File: src/rtl/filt_pkg.sv
package filt_pkg;
  localparam int CODE_W    = 2;
  localparam int CFG_W     = CODE_W + 1;
  localparam int MAX_SHIFT = 2 ** CODE_W;
  localparam int CNT_W     = MAX_SHIFT;
  localparam int SH_W      = $clog2(MAX_SHIFT + 1);

  typedef struct packed {
    logic              en;
    logic [CODE_W-1:0] code;
  } filt_cfg_t;
endpackage

File: src/rtl/filt_cfg_reg.sv
module filt_cfg_reg
  import filt_pkg::*;
(
  input  logic             clk_i,
  input  logic             rst_ni,
  input  logic             we_i,
  input  logic [CFG_W-1:0] wdata_i,
  output logic             en_o,
  output logic [SH_W-1:0]  shift_o,
  output logic [CNT_W-1:0] cnt_max_o
);
  filt_cfg_t cfg_q;

  always_ff @(posedge clk_i or negedge rst_ni) begin
    if (!rst_ni)   cfg_q <= '0;
    else if (we_i) cfg_q <= filt_cfg_t'(wdata_i);
  end

  assign en_o      = cfg_q.en;
  assign shift_o   = SH_W'(cfg_q.code) + SH_W'(1);
  // last count index = depth - 1
  assign cnt_max_o = {CNT_W{1'b1}} >> (SH_W'(CNT_W) - shift_o);
endmodule

File: src/rtl/filt_chan_acc.sv
module filt_chan_acc
  import filt_pkg::*;
#(
  parameter int DATA_W = 12,
  localparam int ACC_W = DATA_W + MAX_SHIFT
) (
  input  logic              clk_i,
  input  logic              rst_ni,
  input  logic              clr_i,
  input  logic              hit_i,
  input  logic              en_i,
  input  logic [SH_W-1:0]   shift_i,
  input  logic [CNT_W-1:0]  cnt_max_i,
  input  logic [DATA_W-1:0] data_i,
  output logic              fire_o,
  output logic [DATA_W-1:0] value_o
);
  logic [ACC_W-1:0] sum_q, total;
  logic [CNT_W-1:0] cnt_q;
  logic             last;

  assign total = sum_q + ACC_W'(data_i);
  assign last  = (cnt_q == cnt_max_i);

  always_ff @(posedge clk_i or negedge rst_ni) begin
    if (!rst_ni) begin
      sum_q <= '0;
      cnt_q <= '0;
    end else if (clr_i) begin
      sum_q <= '0;
      cnt_q <= '0;
    end else if (hit_i && en_i) begin
      if (last) begin
        sum_q <= '0;
        cnt_q <= '0;
      end else begin
        sum_q <= total;
        cnt_q <= cnt_q + 1'b1;
      end
    end
  end

  assign fire_o  = hit_i && (!en_i || last);
  assign value_o = en_i ? DATA_W'(total >> shift_i) : data_i;
endmodule

File: src/rtl/filt_out_stage.sv
module filt_out_stage #(
  parameter int NUM_CH = 3,
  parameter int DATA_W = 12
) (
  input  logic                           clk_i,
  input  logic                           rst_ni,
  input  logic [NUM_CH-1:0]              fire_i,
  input  logic [NUM_CH-1:0][DATA_W-1:0]  value_i,
  output logic [NUM_CH-1:0]              rdy_o,
  output logic [DATA_W-1:0]              data_o
);
  logic [DATA_W-1:0] sel;

  // fire_i is one-hot or zero, so an OR reduction selects
  always_comb begin
    sel = '0;
    for (int i = 0; i < NUM_CH; i++)
      if (fire_i[i]) sel = sel | value_i[i];
  end

  always_ff @(posedge clk_i or negedge rst_ni) begin
    if (!rst_ni) begin
      rdy_o  <= '0;
      data_o <= '0;
    end else begin
      rdy_o <= fire_i;
      if (|fire_i) data_o <= sel;
    end
  end
endmodule

File: src/rtl/sample_avg_filter.sv
module sample_avg_filter
  import filt_pkg::*;
#(
  parameter int NUM_CH = 3,
  parameter int DATA_W = 12,
  localparam int CH_W  = (NUM_CH > 1) ? $clog2(NUM_CH) : 1
) (
  input  logic              clk_i,
  input  logic              rst_ni,
  input  logic              cfg_we_i,
  input  logic [CFG_W-1:0]  cfg_wdata_i,
  input  logic              smp_valid_i,
  input  logic [CH_W-1:0]   smp_ch_i,
  input  logic [DATA_W-1:0] smp_data_i,
  output logic [DATA_W-1:0] data_o,
  output logic [NUM_CH-1:0] rdy_o
);
  logic                          cfg_en;
  logic [SH_W-1:0]               shift;
  logic [CNT_W-1:0]              cnt_max;
  logic [NUM_CH-1:0]             fire;
  logic [NUM_CH-1:0][DATA_W-1:0] value;

  filt_cfg_reg u_cfg (
    .clk_i     (clk_i),
    .rst_ni    (rst_ni),
    .we_i      (cfg_we_i),
    .wdata_i   (cfg_wdata_i),
    .en_o      (cfg_en),
    .shift_o   (shift),
    .cnt_max_o (cnt_max)
  );

  for (genvar g = 0; g < NUM_CH; g++) begin : g_ch
    logic hit;
    assign hit = smp_valid_i && !cfg_we_i && (smp_ch_i == CH_W'(g));

    filt_chan_acc #(.DATA_W(DATA_W)) u_acc (
      .clk_i     (clk_i),
      .rst_ni    (rst_ni),
      .clr_i     (cfg_we_i),
      .hit_i     (hit),
      .en_i      (cfg_en),
      .shift_i   (shift),
      .cnt_max_i (cnt_max),
      .data_i    (smp_data_i),
      .fire_o    (fire[g]),
      .value_o   (value[g])
    );
  end

  filt_out_stage #(.NUM_CH(NUM_CH), .DATA_W(DATA_W)) u_out (
    .clk_i   (clk_i),
    .rst_ni  (rst_ni),
    .fire_i  (fire),
    .value_i (value),
    .rdy_o   (rdy_o),
    .data_o  (data_o)
  );
endmodule

File: config.mk
export PLATFORM = sky130hd
export DESIGN_NAME = sample_avg_filter
export DESIGN_NICKNAME = d
export VERILOG_FILES = /design/src/rtl/filt_pkg.sv /design/src/rtl/filt_cfg_reg.sv /design/src/rtl/filt_chan_acc.sv /design/src/rtl/filt_out_stage.sv /design/src/rtl/sample_avg_filter.sv
export SDC_FILE = /design/constraint.sdc
export NUM_CORES = 1
export LEC_CHECK = 0
export ABC_AREA = 1
export BUFFER_PORTS_ARGS = -buffer_cell sky130_fd_sc_hd__buf_2
export CORE_MARGIN = 2
export CORE_UTILIZATION = 25
export DETAILED_ROUTE_END_ITERATION = 10
export GPL_TIMING_DRIVEN = 0
export PLACE_DENSITY = 0.49
export SETUP_SLACK_MARGIN = 0.4
export SLEW_MARGIN = 40
export SYNTH_ARGS = -nofsm -noshare
export SYNTH_HDL_FRONTEND = slang
export SYNTH_SLANG_ARGS = --single-unit
File: constraint.sdc
create_clock -name clk_i -period 1.9 [get_ports clk_i]
set_input_delay 0.285 -clock clk_i [delete_from_list [all_inputs] [get_ports clk_i]]
set_output_delay 0.285 -clock clk_i [all_outputs]
set_load 0.03 [all_outputs]
==> key figures, run 1 <==
Timing
  • Final Worst Setup Slack: -0.364 ns
  • Final hold violation count: 0
  • Fmax achieved: 442 MHz
  • Worst relative slew slack: 0.470
  • Worst slew pin tran: 0.796 ns
  • RSZ-0062 raised after global routing: true
  • Max Slew Vio Count: 0
  • Final number of setup-violating endpoints: 15
  • Share of the clock period used by the worst path: 1.19
  • Setup Skew: 0.0139 ns
  • Post-layout minimum cycle time: 2.26 ns

Critical path
  • Worst-path fanout max: 3
  • Endpoint kind of the worst setup timing path: flop
  • Crit path kind: reg -> reg
  • Slowest Stage Delay on Critical Path: 0.41 ns
  • Reg2Reg Depth: 12
  • R2r setup slk: -0.36 ns
  • Arrival time of the worst setup path: 2.49 ns
  • Cell at the slowest stage of the critical path: sky130_fd_sc_hd__dfrtp_1
  • Worst path most repeated cell: sky130_fd_sc_hd__nand2_2
  • FF-to-FF Start: g_ch[1].u_acc.sum_q[0]
  • Worst r2r dst: u_out.data_o[5]
  • CP startpoint kind: flop
  • Critical Path, Cell by Cell: ha_4 -> fa_2 -> nand2_2 -> a21oi_2 -> nand2_1 -> nand3b_1 -> nand2_2 -> nand2_2 -> a21oi_2 -> o21ai_0 -> o21bai_2 -> nand2_1
  • CP Data Required Time: 2.13 ns

GRT
  • Largest net degree at the start of global routing: 52
  • Global-route wire length before repair: 41.4 mm
  • All-layer global routing usage: 0.185
  • Vias in the first global route: 7343
  • Overflow left after global routing: 0
  • Antenna violations before repair: 0

Routing
  • Number of design rule violations left after detail routing: 0
  • Routed via count: 7802
  • Vias/cell: 4.82
  • Number of detailed-routing iterations run before antenna repair: 6
  • Routed length per placed instance: 16.9 um
  • Number of violations reported at the end of detailed-routing iteration 0: 556
  • Total Routed Length: 27.4 mm
  • Antenna-violating nets left: 0

Placement
  • Setup Slack @ Placement: -0.750 ns
  • Cells after DPL: 1517
  • Routability-driven placement congestion ratio: 0.854
  • Detailed placer's ending HPWL: 19.7 mm
  • Count of buffers from port buffering: 34

Min path
  • Min-Delay Endpoint: u_cfg.en_o
  • Cells on Worst Hold Path: 3
  • Start point of the worst min-delay path: cfg_wdata_i[2]
  • Worst min-delay path class: in -> reg

Yosys
  • Syn_nets: 1167
  • Cells taking the most area after synthesis: sky130_fd_sc_hd__dfrtp_1 28%, sky130_fd_sc_hd__nand2_1 20%, sky130_fd_sc_hd__nand3_1 11%, sky130_fd_sc_hd__inv_1 7.8%, sky130_fd_sc_hd__ha_1 6.9%
  • Cell area after synthesis: 7030 um2
  • Most frequently used flop master after synthesis: sky130_fd_sc_hd__dfrtp_1
  • Flop and latch count out of synthesis: 78
  • FFs w/ async S/R, synth: 1.00
  • Average cell area after synthesis: 6.36 um2
  • Synthesis Warnings: 0
  • Sequential share of the synthesized area: 0.278
  • Count of flip-flops with a built-in enable after synthesis: 0
  • Area leader, netlist: sky130_fd_sc_hd__dfrtp_1
  • Post-synthesis instance total: 1104
  • Yosys top cell area share: 0.278
  • Count of cell types in the netlist: 48

Clocking
  • Number of buffers added by the clock tree synthesis step: 9
  • CTS Buffer Depth: 2
  • CTS tree: yes
  • H-tree depth: 3
  • Register clock-pin slew on the reported worst setup and hold paths: 0.07 ns
  • Clk sinks: 78
  • Worst skew pair latency: 0.36 ns
  • Buffer cell driving the clock tree root: sky130_fd_sc_hd__clkbuf_16

Floorplanning
  • Core area: 27700 um2
  • Floorplan die height: 172 um
  • Boundary pin count: 36
  • Initial Utilization: 0.254
  • Row count: 61
  • Die boundary width: 172 um
  • Die outline area: 29500 um2

Pwr
  • Worst IR drop on VDD: 318 uV
  • Static Leak: 4.98 nW
  • Power density over cell area: 517 nW/um2

Layout
  • Filler Cells Inserted: 2860
  • Share of cells above drive strength 1: 0.398
  • Final core occ: 0.385
  • # nets final: 1299
  • Area growth from synthesis to layout: 51.6%
  • Number of standard cells in the final layout excluding fillers: 1618
  • Antenna cells: 0

Run status
  • Status: complete, but fails checks
  • Failing checks: negative setup slack

Flow run
  • Max-cap check violation count: 0
[cells in the mapped netlist (3+ instances only)]
master	n
sky130_fd_sc_hd__clkbuf_1	16
sky130_fd_sc_hd__fa_1	3
sky130_fd_sc_hd__nor3_1	12
sky130_fd_sc_hd__nor2_1	54
sky130_fd_sc_hd__o21ai_1	6
sky130_fd_sc_hd__dfrtp_1	78
sky130_fd_sc_hd__a21oi_1	32
sky130_fd_sc_hd__o211ai_1	8
sky130_fd_sc_hd__xor2_1	10
sky130_fd_sc_hd__nand2_2	6
sky130_fd_sc_hd__buf_2	7
sky130_fd_sc_hd__o21bai_1	6
sky130_fd_sc_hd__and2_1	8
sky130_fd_sc_hd__o21ai_0	61
sky130_fd_sc_hd__o22ai_1	10
sky130_fd_sc_hd__nand2_1	381
sky130_fd_sc_hd__buf_4	3
sky130_fd_sc_hd__xnor2_1	6
sky130_fd_sc_hd__inv_1	146
sky130_fd_sc_hd__nand3b_1	8
sky130_fd_sc_hd__nand4_1	8
sky130_fd_sc_hd__buf_6	3
sky130_fd_sc_hd__or2_2	3
sky130_fd_sc_hd__ha_1	39
sky130_fd_sc_hd__inv_2	5
sky130_fd_sc_hd__buf_1	3
sky130_fd_sc_hd__a32o_1	4
sky130_fd_sc_hd__a21boi_1	3
sky130_fd_sc_hd__nand3_1	149
sky130_fd_sc_hd__a22oi_1	3
[final cells by class]
cell class	instances	area [um2]	share of cell area
plain buffers	33	293	0.0275
repair buffers	121	993	0.0932
clock buffers	9	225	0.0211
inverters	153	597	0.0560
multi-input cells	840	6070	0.570
clock inverters	6	47.5	0.00446
well taps	378	473	0.0444
flip-flops and latches	78	1950	0.183
[state kept, by name (all words and copies together), names as in the netlist]
register and count:
g_ch.u_acc.sum_q 48, u_cfg.en_o 1, u_out.data_o 12, u_cfg.cfg_q 2
g_ch.u_acc.cnt_q 12, u_out.rdy_o 3
[worst max-delay path, delay by kind of cell, from the launching register on]
kind                     cells  cell delay, ns
adder cells (fa/ha/maj)      2            0.51
AO/OA/AOI/OAI                4            0.61
AND/OR/NAND/NOR              6            0.61
flip-flops                   1            0.41
[metal layers]
| layer | GRT usage | wire length (um) | vias to the layer above | share of wire |
|---|---|---|---|---|
| met1 | 0.260 | 12800 | 3714 | 0.47 |
| met5 | 0 | 0 | - | 0 |
| li1 | - | - | 3848 | - |
| met2 | 0.299 | 12800 | 208 | 0.47 |
| met4 | 0.0453 | 479 | 0 | 0.018 |
| met3 | 0.0265 | 1260 | 32 | 0.046 |
[placed cells by master (no fill, tap or decap), drive strengths merged, types with 8 or more instances in the layout]
master / count
nand2: 387
inv: 154
nand3: 152
buf: 137
dfrtp: 78
o21ai: 68
nor2: 57
ha: 39
a21oi: 35
clkbuf: 25
nor3: 13
o22ai: 10
xor2: 10
nand3b: 9
nand4: 8
o211ai: 8
and2: 8
[where the power goes]
group | internal [mW] | switching (mW) | leakage, nW
clock | 0.886 | 0.814 | 0.120
combinational | 0.712 | 1.23 | 3.80
sequential | 1.77 | 0.0916 | 1.06
total | 3.37 | 2.14 | 4.98
[how the worst max path moves through the flow]
stage / end / slack (ns) / startpoint / depth (start not counted)
6_report: u_out.data_o[5] / -0.36 / g_ch[1].u_acc.sum_q[0] / 12
5_1_grt: u_out.data_o[6] / -0.50 / g_ch[1].u_acc.sum_q[0] / 16
2_1_floorplan: u_out.data_o[6] / -0.03 / g_ch[1].u_acc.sum_q[0] / 16
3_5_place_dp: u_out.data_o[5] / -0.75 / smp_data_i[0] / 14
4_1_cts: u_out.data_o[6] / -0.36 / g_ch[1].u_acc.sum_q[0] / 16
3_3_place_gp: u_out.data_o[5] / -0.74 / smp_data_i[0] / 14
[per-stage QoR]
| stage | hold slack (ns) | TNS, ns | total power, mW | instance area (um2) |
|---|---|---|---|---|
| 2_1_floorplan | -0.0106 | -0.0819 | 2.87 | 7480 |
| 3_3_place_gp | 0.465 | -34.38 | 3.38 | 8120 |
| 3_5_place_dp | 0.184 | -9.94 | 3.39 | 8160 |
| 4_1_cts | 0.125 | -3.56 | 5.35 | 9840 |
| 5_1_grt | 0.142 | -6.30 | 5.78 | 10700 |
| 6_report | 0.131 | -3.54 | 5.51 | 10700 |
[cells by family (layout without fill, tap and decap cells)]
family / after synthesis / after routing / share of synthesized area
XOR/XNOR: 16 / 16 / 0.0199
AO/OA/AOI/OAI: 144 / 144 / 0.123
flip-flops: 78 / 78 / 0.278
buffers and inverters: 186 / 322 / 0.108
AND/OR/NAND/NOR: 638 / 638 / 0.393
adder cells (fa/ha/maj): 42 / 42 / 0.0780
[timing repair]
| item | in CTS | in global routing |
|---|---|---|
| pin swaps | 108 | 82 |
| hold endpoints to repair | 27 | 0 |
| buffers inserted | 47 | 36 |
| cloned | 1 | 1 |
| hold buffers | 1 | 0 |
| gates resized for setup | 244 | 135 |
| endpoints found under the setup margin | 75 | 73 |
Note: power is estimated with default switching activity, not from simulation.
==> run 2, diff against run 1 <==
- CORE_UTILIZATION: 25 -> 30
- PLACE_DENSITY: 0.49 -> 0.54
==> key figures, run 2 (synthesis results as in run 1) <==
GRT
  • Largest net degree at the start of global routing: 52 (unchanged)
  • Vias in the first global route: 7487 (+2.0%)
  • Global-route wire length before repair: 41.1 mm (-0.60%)
  • Antenna violations before repair: 0 (unchanged)
  • All-layer global routing usage: 0.222 (+0.0372)
  • Overflow left after global routing: 0 (unchanged)

Critical path
  • Endpoint kind of the worst setup timing path: flop
  • Crit path kind: reg -> reg
  • Worst path most repeated cell: sky130_fd_sc_hd__nand2_2
  • Worst path top cell family by delay: simple AND/OR/NAND/NOR gates
  • Slowest Stage Delay on Critical Path: 0.41 ns (about the same)
  • Worst r2r dst: u_out.data_o[7]
  • Arrival time of the worst setup path: 2.54 ns (+0.05 ns)
  • Count of buffer and inverter cells on the critical path: 1 (+1)
  • Critical Path, Cell by Cell: ha_4 -> fa_2 -> nand2_2 -> buf_4 -> a21oi_2 -> nand2_1 -> nand3b_1 -> nand2_2 -> nand2_2 -> nand3_2 -> nand2_1 -> a21oi_1 -> nand3_1 -> nand2_2 -> nand2_1
  • Cell at the slowest stage of the critical path: sky130_fd_sc_hd__dfrtp_1
  • Worst-path fanout max: 3 (unchanged)
  • CP startpoint kind: flop
  • FF-to-FF Start: g_ch[1].u_acc.sum_q[0]
  • Reg2Reg Depth: 15 (+3)
  • R2r setup slk: -0.39 ns (-0.03 ns)
  • CP Data Required Time: 2.15 ns (+0.02 ns)

Clocking
  • CTS tree: yes
  • Register clock-pin slew on the reported worst setup and hold paths: 0.07 ns (about the same)
  • Buffer cell driving the clock tree root: sky130_fd_sc_hd__clkbuf_16
  • Clk sinks: 78 (unchanged)
  • CTS Buffer Depth: 2 (unchanged)
  • H-tree depth: 3 (unchanged)
  • Worst skew pair latency: 0.36 ns (about the same)
  • Number of buffers added by the clock tree synthesis step: 9 (unchanged)

Layout
  • Antenna cells: 0 (unchanged)
  • Final instance area: 10000 um2 (-6.0%)
  • Commonest cells after routing, fill and taps aside: 335 x sky130_fd_sc_hd__nand2_1, 136 x sky130_fd_sc_hd__inv_1, 103 x sky130_fd_sc_hd__nand3_1
  • Commonest non-fill, non-tap cell in the layout: sky130_fd_sc_hd__nand2_1
  • Share of cells above drive strength 1: 0.306 (-0.0918)
  • Area growth from synthesis to layout: 42.6%
  • # nets final: 1279 (-1.5%)
  • Largest register FFs: 48 (unchanged)
  • Number of standard cells in the final layout excluding fillers: 1539 (-4.9%)
  • Register name with the most flops: g_ch.u_acc.sum_q
  • Filler Cells Inserted: 2439 (-15%)
  • Registers with the most flip-flops: g_ch.u_acc.sum_q: 48 flops, g_ch.u_acc.cnt_q: 12 flops, u_out.data_o: 12 flops

Routing
  • Vias/cell: 5.00 (+3.6%)
  • Wire length on met2: 12.4 mm (-3.1%)
  • Routed length per placed instance: 17.5 um (+3.5%)
  • Routed via count: 7690 (-1.4%)
  • Total Routed Length: 26.9 mm (-1.6%)
  • Met1 layer wirelength in the final routing: 11.5 mm (-10%)
  • Number of violations reported at the end of detailed-routing iteration 0: 479 (-14%)
  • Number of detailed-routing iterations run before antenna repair: 5 (-1)
  • WL met3: 1.42 mm (+12%)
  • Highest routing layer actually used: met4
  • Number of design rule violations left after detail routing: 0 (unchanged)
  • Antenna-violating nets left: 0 (unchanged)

Floorplanning
  • Boundary pin count: 36 (unchanged)
  • Die outline area: 24700 um2 (-16%)
  • Die boundary width: 157 um (-8.5%)
  • Core area: 23300 um2 (-16%)
  • Row count: 56 (-8.2%)
  • Floorplan die height: 157 um (-8.5%)
  • Initial Utilization: 0.302 (+0.0484)

Timing
  • Final hold violation count: 0 (unchanged)
  • Post-Route Setup TNS: -7.30 ns (-3.76 ns)
  • Worst slew pin tran: 0.833 ns (+0.0372 ns)
  • Worst relative slew slack: 0.445 (-0.0248)
  • Fmax achieved: 436 MHz (-1.2%)
  • RSZ-0062 raised after global routing: true
  • Min Hold Slack: 0.132 ns (+0.00146 ns)
  • Max Slew Vio Count: 0 (unchanged)
  • Final Worst Setup Slack: -0.392 ns (-0.0278 ns)
  • Share of the clock period used by the worst path: 1.21 (+0.0146)
  • Post-layout minimum cycle time: 2.29 ns (+0.0278 ns)
  • Setup Skew: 0.00852 ns (-0.00543 ns)
  • Final number of setup-violating endpoints: 47 (+32)

Pwr
  • Static Leak: 4.77 nW (-4.1%)
  • Power density over cell area: 577 nW/um2 (+12%)
  • Worst IR drop on VDD: 449 uV (+41%)

Placement
  • Count of buffers from port buffering: 34 (unchanged)
  • Cells after DPL: 1458 (-3.9%)
  • Routability-driven placement congestion ratio: 0.878 (+2.8%)
  • Dpl cell area: 8080 um2 (-0.91%)
  • Detailed placer's ending HPWL: 19.5 mm (-1.1%)

Min path
  • Worst min-delay path class: in -> reg
  • Start point of the worst min-delay path: cfg_wdata_i[1]
  • Cells on Worst Hold Path: 3 (unchanged)
  • Min-Delay Endpoint: u_cfg.cfg_q[1]

Run status
  • Failing checks: negative setup slack
  • Status: complete, but fails checks

Flow run
  • Max-cap check violation count: 0 (unchanged)
run 2: worst max-delay path by stage:
stage	start	slack (ns)	depth (start not counted)	end
finish	g_ch[1].u_acc.sum_q[0]	-0.39	15	u_out.data_o[7]
global route	g_ch[1].u_acc.sum_q[0]	-0.55	16	u_out.data_o[6]
CTS	g_ch[1].u_acc.sum_q[0]	-0.36	16	u_out.data_o[6]
detailed placement	smp_data_i[3]	-0.66	15	u_out.data_o[6]
global placement	smp_data_i[3]	-0.66	15	u_out.data_o[6]
floorplan	g_ch[1].u_acc.sum_q[0]	-0.03	16	u_out.data_o[6]
run 2: what timing repair did:
item | 4_1_cts | 5_1_grt
gates resized for setup | 153 | 105
gates cloned | 3 | 0
hold buffers | 1 | 0
hold endpoints to repair | 27 | 0
buffers inserted | 43 | 19
setup endpoints to repair | 77 | 76
pin swaps | 40 | 50
run 2: cell type report:
| type | instances | area [um2] | share of cell area |
|---|---|---|---|
| flip-flops and latches | 78 | 1950 | 0.195 |
| clock buffers | 9 | 225 | 0.0225 |
| inverters | 153 | 602 | 0.0601 |
| plain buffers | 33 | 282 | 0.0281 |
| repair buffers | 101 | 872 | 0.0871 |
| well taps | 319 | 399 | 0.0398 |
| clock inverters | 6 | 111 | 0.0111 |
| multi-input cells | 840 | 5570 | 0.556 |
run 2: where the power goes:
group / leakage, nW / internal (mW) / switching [mW]
combinational: 3.55 / 0.660 / 1.20
clock: 0.161 / 1.28 / 0.785
sequential: 1.06 / 1.77 / 0.0903
run 2: through the flow:
| step | worst slack (ns) | total power, mW | utilization |
|---|---|---|---|
| global route | -0.546 | 6.05 | 0.431 |
| finish | -0.392 | 5.78 | 0.431 |
| global placement | -0.660 | 3.38 | 0.346 |
| CTS | -0.360 | 5.67 | 0.406 |
| detailed placement | -0.661 | 3.40 | 0.347 |
| floorplan | -0.0345 | 2.87 | - |
run 2: worst min-delay path: stages:
cell and delay, ns:
sky130_fd_sc_hd__buf_2 0.07, sky130_fd_sc_hd__nand2_1 0.04, sky130_fd_sc_hd__o21ai_0 0.05
run 2: metal layers:
layer	global-route usage	vias to the layer above
met5	0	-
met4	0.125	0
met1	0.286	3589
met2	0.362	218
met3	0.0270	72
li1	-	3811
==> run 3, diff against run 2 <==
- RECOVER_POWER: default -> 100
==> key figures, run 3 (synthesis results as in run 1) <==
GRT
  • Global routing's busiest layer: met2
  • Routing usage on met3: 0.0270 (unchanged)
  • Vias in the first global route: 7487 (unchanged)
  • Global routing met2 resource utilization: 0.362 (unchanged)
  • Antenna violations before repair: 0 (unchanged)
  • Largest net degree at the start of global routing: 52 (unchanged)
  • Overflow left after global routing: 0 (unchanged)
  • All-layer global routing usage: 0.222 (unchanged)
  • GR met1 Demand/Resource: 0.286 (unchanged)
  • Global-route wire length before repair: 41.1 mm (unchanged)

Critical path
  • Crit path kind: reg -> reg
  • CP startpoint kind: flop
  • CP Data Required Time: 2.15 ns (about the same)
  • Arrival time of the worst setup path: 2.55 ns (about the same)
  • Worst-path fanout max: 3 (unchanged)
  • Endpoint kind of the worst setup timing path: flop

Pwr
  • Power density over cell area: 579 nW/um2 (+0.21%)
  • Worst IR drop on VDD: 448 uV (-0.33%)
  • Static Leak: 4.70 nW (-1.5%)

Routing
  • Number of detailed-routing iterations run before antenna repair: 6 (+1)
  • Routed length per placed instance: 17.5 um (about the same)
  • Total Routed Length: 26.9 mm (about the same)
  • Routed via count: 7683 (-0.091%)
  • Antenna-violating nets left: 0 (unchanged)
  • Number of violations reported at the end of detailed-routing iteration 0: 484 (+1.0%)
  • Number of design rule violations left after detail routing: 0 (unchanged)
  • Vias/cell: 4.99 (about the same)

Layout
  • Commonest non-fill, non-tap cell in the layout: sky130_fd_sc_hd__nand2_1
  • Commonest cells after routing, fill and taps aside: 335 x sky130_fd_sc_hd__nand2_1, 137 x sky130_fd_sc_hd__inv_1, 104 x sky130_fd_sc_hd__nand3_1
  • # nets final: 1279 (unchanged)
  • Registers with the most flip-flops: g_ch.u_acc.sum_q: 48 flops, g_ch.u_acc.cnt_q: 12 flops, u_out.data_o: 12 flops
  • Register name with the most flops: g_ch.u_acc.sum_q
  • Share of cells above drive strength 1: 0.290 (-0.0156)
  • Filler Cells Inserted: 2457 (+0.74%)
  • Final core occ: 0.426 (-0.00430)
  • Antenna cells: 0 (unchanged)
  • Area growth from synthesis to layout: 41.1%
  • Largest register FFs: 48 (unchanged)
  • Number of standard cells in the final layout excluding fillers: 1539 (unchanged)

Floorplanning
  • Floorplan die height: 157 um (unchanged)
  • Die boundary width: 157 um (unchanged)
  • Initial Utilization: 0.302 (unchanged)
  • Core area: 23300 um2 (unchanged)
  • Boundary pin count: 36 (unchanged)
  • Row count: 56 (unchanged)
  • Die outline area: 24700 um2 (unchanged)

Timing
  • Fmax achieved: 434 MHz (-0.45%)
  • Min Hold Slack: 0.132 ns (-0.000416 ns)
  • Post-layout minimum cycle time: 2.30 ns (+0.0103 ns)
  • Final Worst Setup Slack: -0.402 ns (-0.0103 ns)
  • Final number of setup-violating endpoints: 46 (-2.1%)
  • Worst slew pin tran: 0.797 ns (-0.0357 ns)
  • Share of the clock period used by the worst path: 1.21 (+0.00541)
  • Setup Skew: 0.00845 ns (-0.0000652 ns)
  • RSZ-0062 raised after global routing: true
  • Post-Route Setup TNS: -7.61 ns (-0.309 ns)
  • Worst relative slew slack: 0.469 (+0.0238)
  • Max Slew Vio Count: 0 (unchanged)
  • Final hold violation count: 0 (unchanged)

Clocking
  • Register clock-pin slew on the reported worst setup and hold paths: 0.07 ns (about the same)
  • Buffer cell driving the clock tree root: sky130_fd_sc_hd__clkbuf_16
  • H-tree depth: 3 (unchanged)
  • Worst skew pair latency: 0.36 ns (about the same)
  • CTS tree: yes
  • Number of buffers added by the clock tree synthesis step: 9 (unchanged)
  • CTS Buffer Depth: 2 (unchanged)
  • Clk sinks: 78 (unchanged)

Placement
  • Detailed placer's ending HPWL: 19.5 mm (unchanged)
  • Routability-driven placement congestion ratio: 0.878 (unchanged)
  • Count of buffers from port buffering: 34 (unchanged)
  • Cells after DPL: 1458 (unchanged)

Flow run
  • Max-cap check violation count: 0 (unchanged)

Min path
  • Worst min-delay path class: in -> reg

Run status
  • Failing checks: negative setup slack
  • Status: complete, but fails checks
-- run 3: cell count changes in the layout (fill, tap and decap cells not counted), moves of 3 or more --
cell                       previous run  this run
sky130_fd_sc_hd__clkbuf_2             5         9
sky130_fd_sc_hd__clkbuf_1             8        23
sky130_fd_sc_hd__buf_6               24        21
sky130_fd_sc_hd__buf_2               37        23
-- run 3: cell type report --
class,count,area [um2],area share
multi-input combinational,840,5540,0.559
clock inverter,6,111,0.0112
clock buffer,9,225,0.0227
timing repair buffer,101,825,0.0831
buffer,33,267,0.0269
sequential,78,1950,0.197
tap,319,399,0.0402
inverter,153,599,0.0604
-- run 3: routing by layer --
metal / vias to the layer above / routed length (um) / part of all wire
met4: 0 / 1610 / 0.060
met5: - / 0 / 0
li1: 3814 / - / -
met3: 70 / 1750 / 0.065
met2: 224 / 12400 / 0.46
met1: 3575 / 11200 / 0.41
-- run 3: repair_timing --
action                                 in CTS  in global routing
endpoints found under the hold margin      27                  0
pin swaps                                  40                 50
gates resized for setup                   153                105
gates cloned                                3                  0
setup endpoints to repair                  77                 76
hold buffers                                1                  0
setup buffers                              43                 19
-- run 3: worst max-delay path, stage by stage (launching register included) --
cell and delay, ns:
sky130_fd_sc_hd__dfrtp_1 0.41, sky130_fd_sc_hd__ha_4 0.18, sky130_fd_sc_hd__fa_2 0.35, sky130_fd_sc_hd__nand2_2 0.09, sky130_fd_sc_hd__buf_4 0.11, sky130_fd_sc_hd__a21oi_2 0.09
sky130_fd_sc_hd__nand2_1 0.11, sky130_fd_sc_hd__nand3b_1 0.14, sky130_fd_sc_hd__nand2_2 0.14, sky130_fd_sc_hd__nand2_2 0.07, sky130_fd_sc_hd__nand3_2 0.10, sky130_fd_sc_hd__nand2_1 0.05
sky130_fd_sc_hd__a21oi_1 0.12, sky130_fd_sc_hd__nand3_1 0.10, sky130_fd_sc_hd__nand2_2 0.09, sky130_fd_sc_hd__nand2_1 0.05
-- run 3: path summary, 6_finish.rpt --
kind	from	endpoint	slack, ns	cells past startpoint
worst min-delay path	cfg_wdata_i[1]	u_cfg.cfg_q[1]	0.13	3
max in group asynchronous	rst_ni	g_ch[1].u_acc.sum_q[11]	0.38	3
worst min register to register	u_out.data_o[4]	u_out.data_o[4]	0.48	2
worst max-delay path	g_ch[1].u_acc.sum_q[0]	u_out.data_o[7]	-0.40	15
min in group asynchronous	rst_ni	g_ch[2].u_acc.sum_q[11]	0.53	2
worst max register to register	g_ch[1].u_acc.sum_q[0]	u_out.data_o[7]	-0.40	15
-- run 3: report_power, final --
group | total, mW | switching [mW] | internal [mW]
logic | 1.81 | 1.19 | 0.625
clock network | 2.06 | 0.784 | 1.28
registers | 1.86 | 0.0920 | 1.77
total | 5.74 | 2.06 | 3.68
-- run 3: stage by stage --
| step | power (mW) | area [um2] | worst slack (ns) |
|---|---|---|---|
| 3_5_place_dp | 3.40 | 8080 | -0.661 |
| 5_1_grt | 6.02 | 9920 | -0.546 |
| 6_report | 5.74 | 9920 | -0.402 |
| 4_1_cts | 5.67 | 9440 | -0.360 |
| 3_3_place_gp | 3.38 | 8050 | -0.660 |
| 2_1_floorplan | 2.87 | 7480 | -0.0345 |
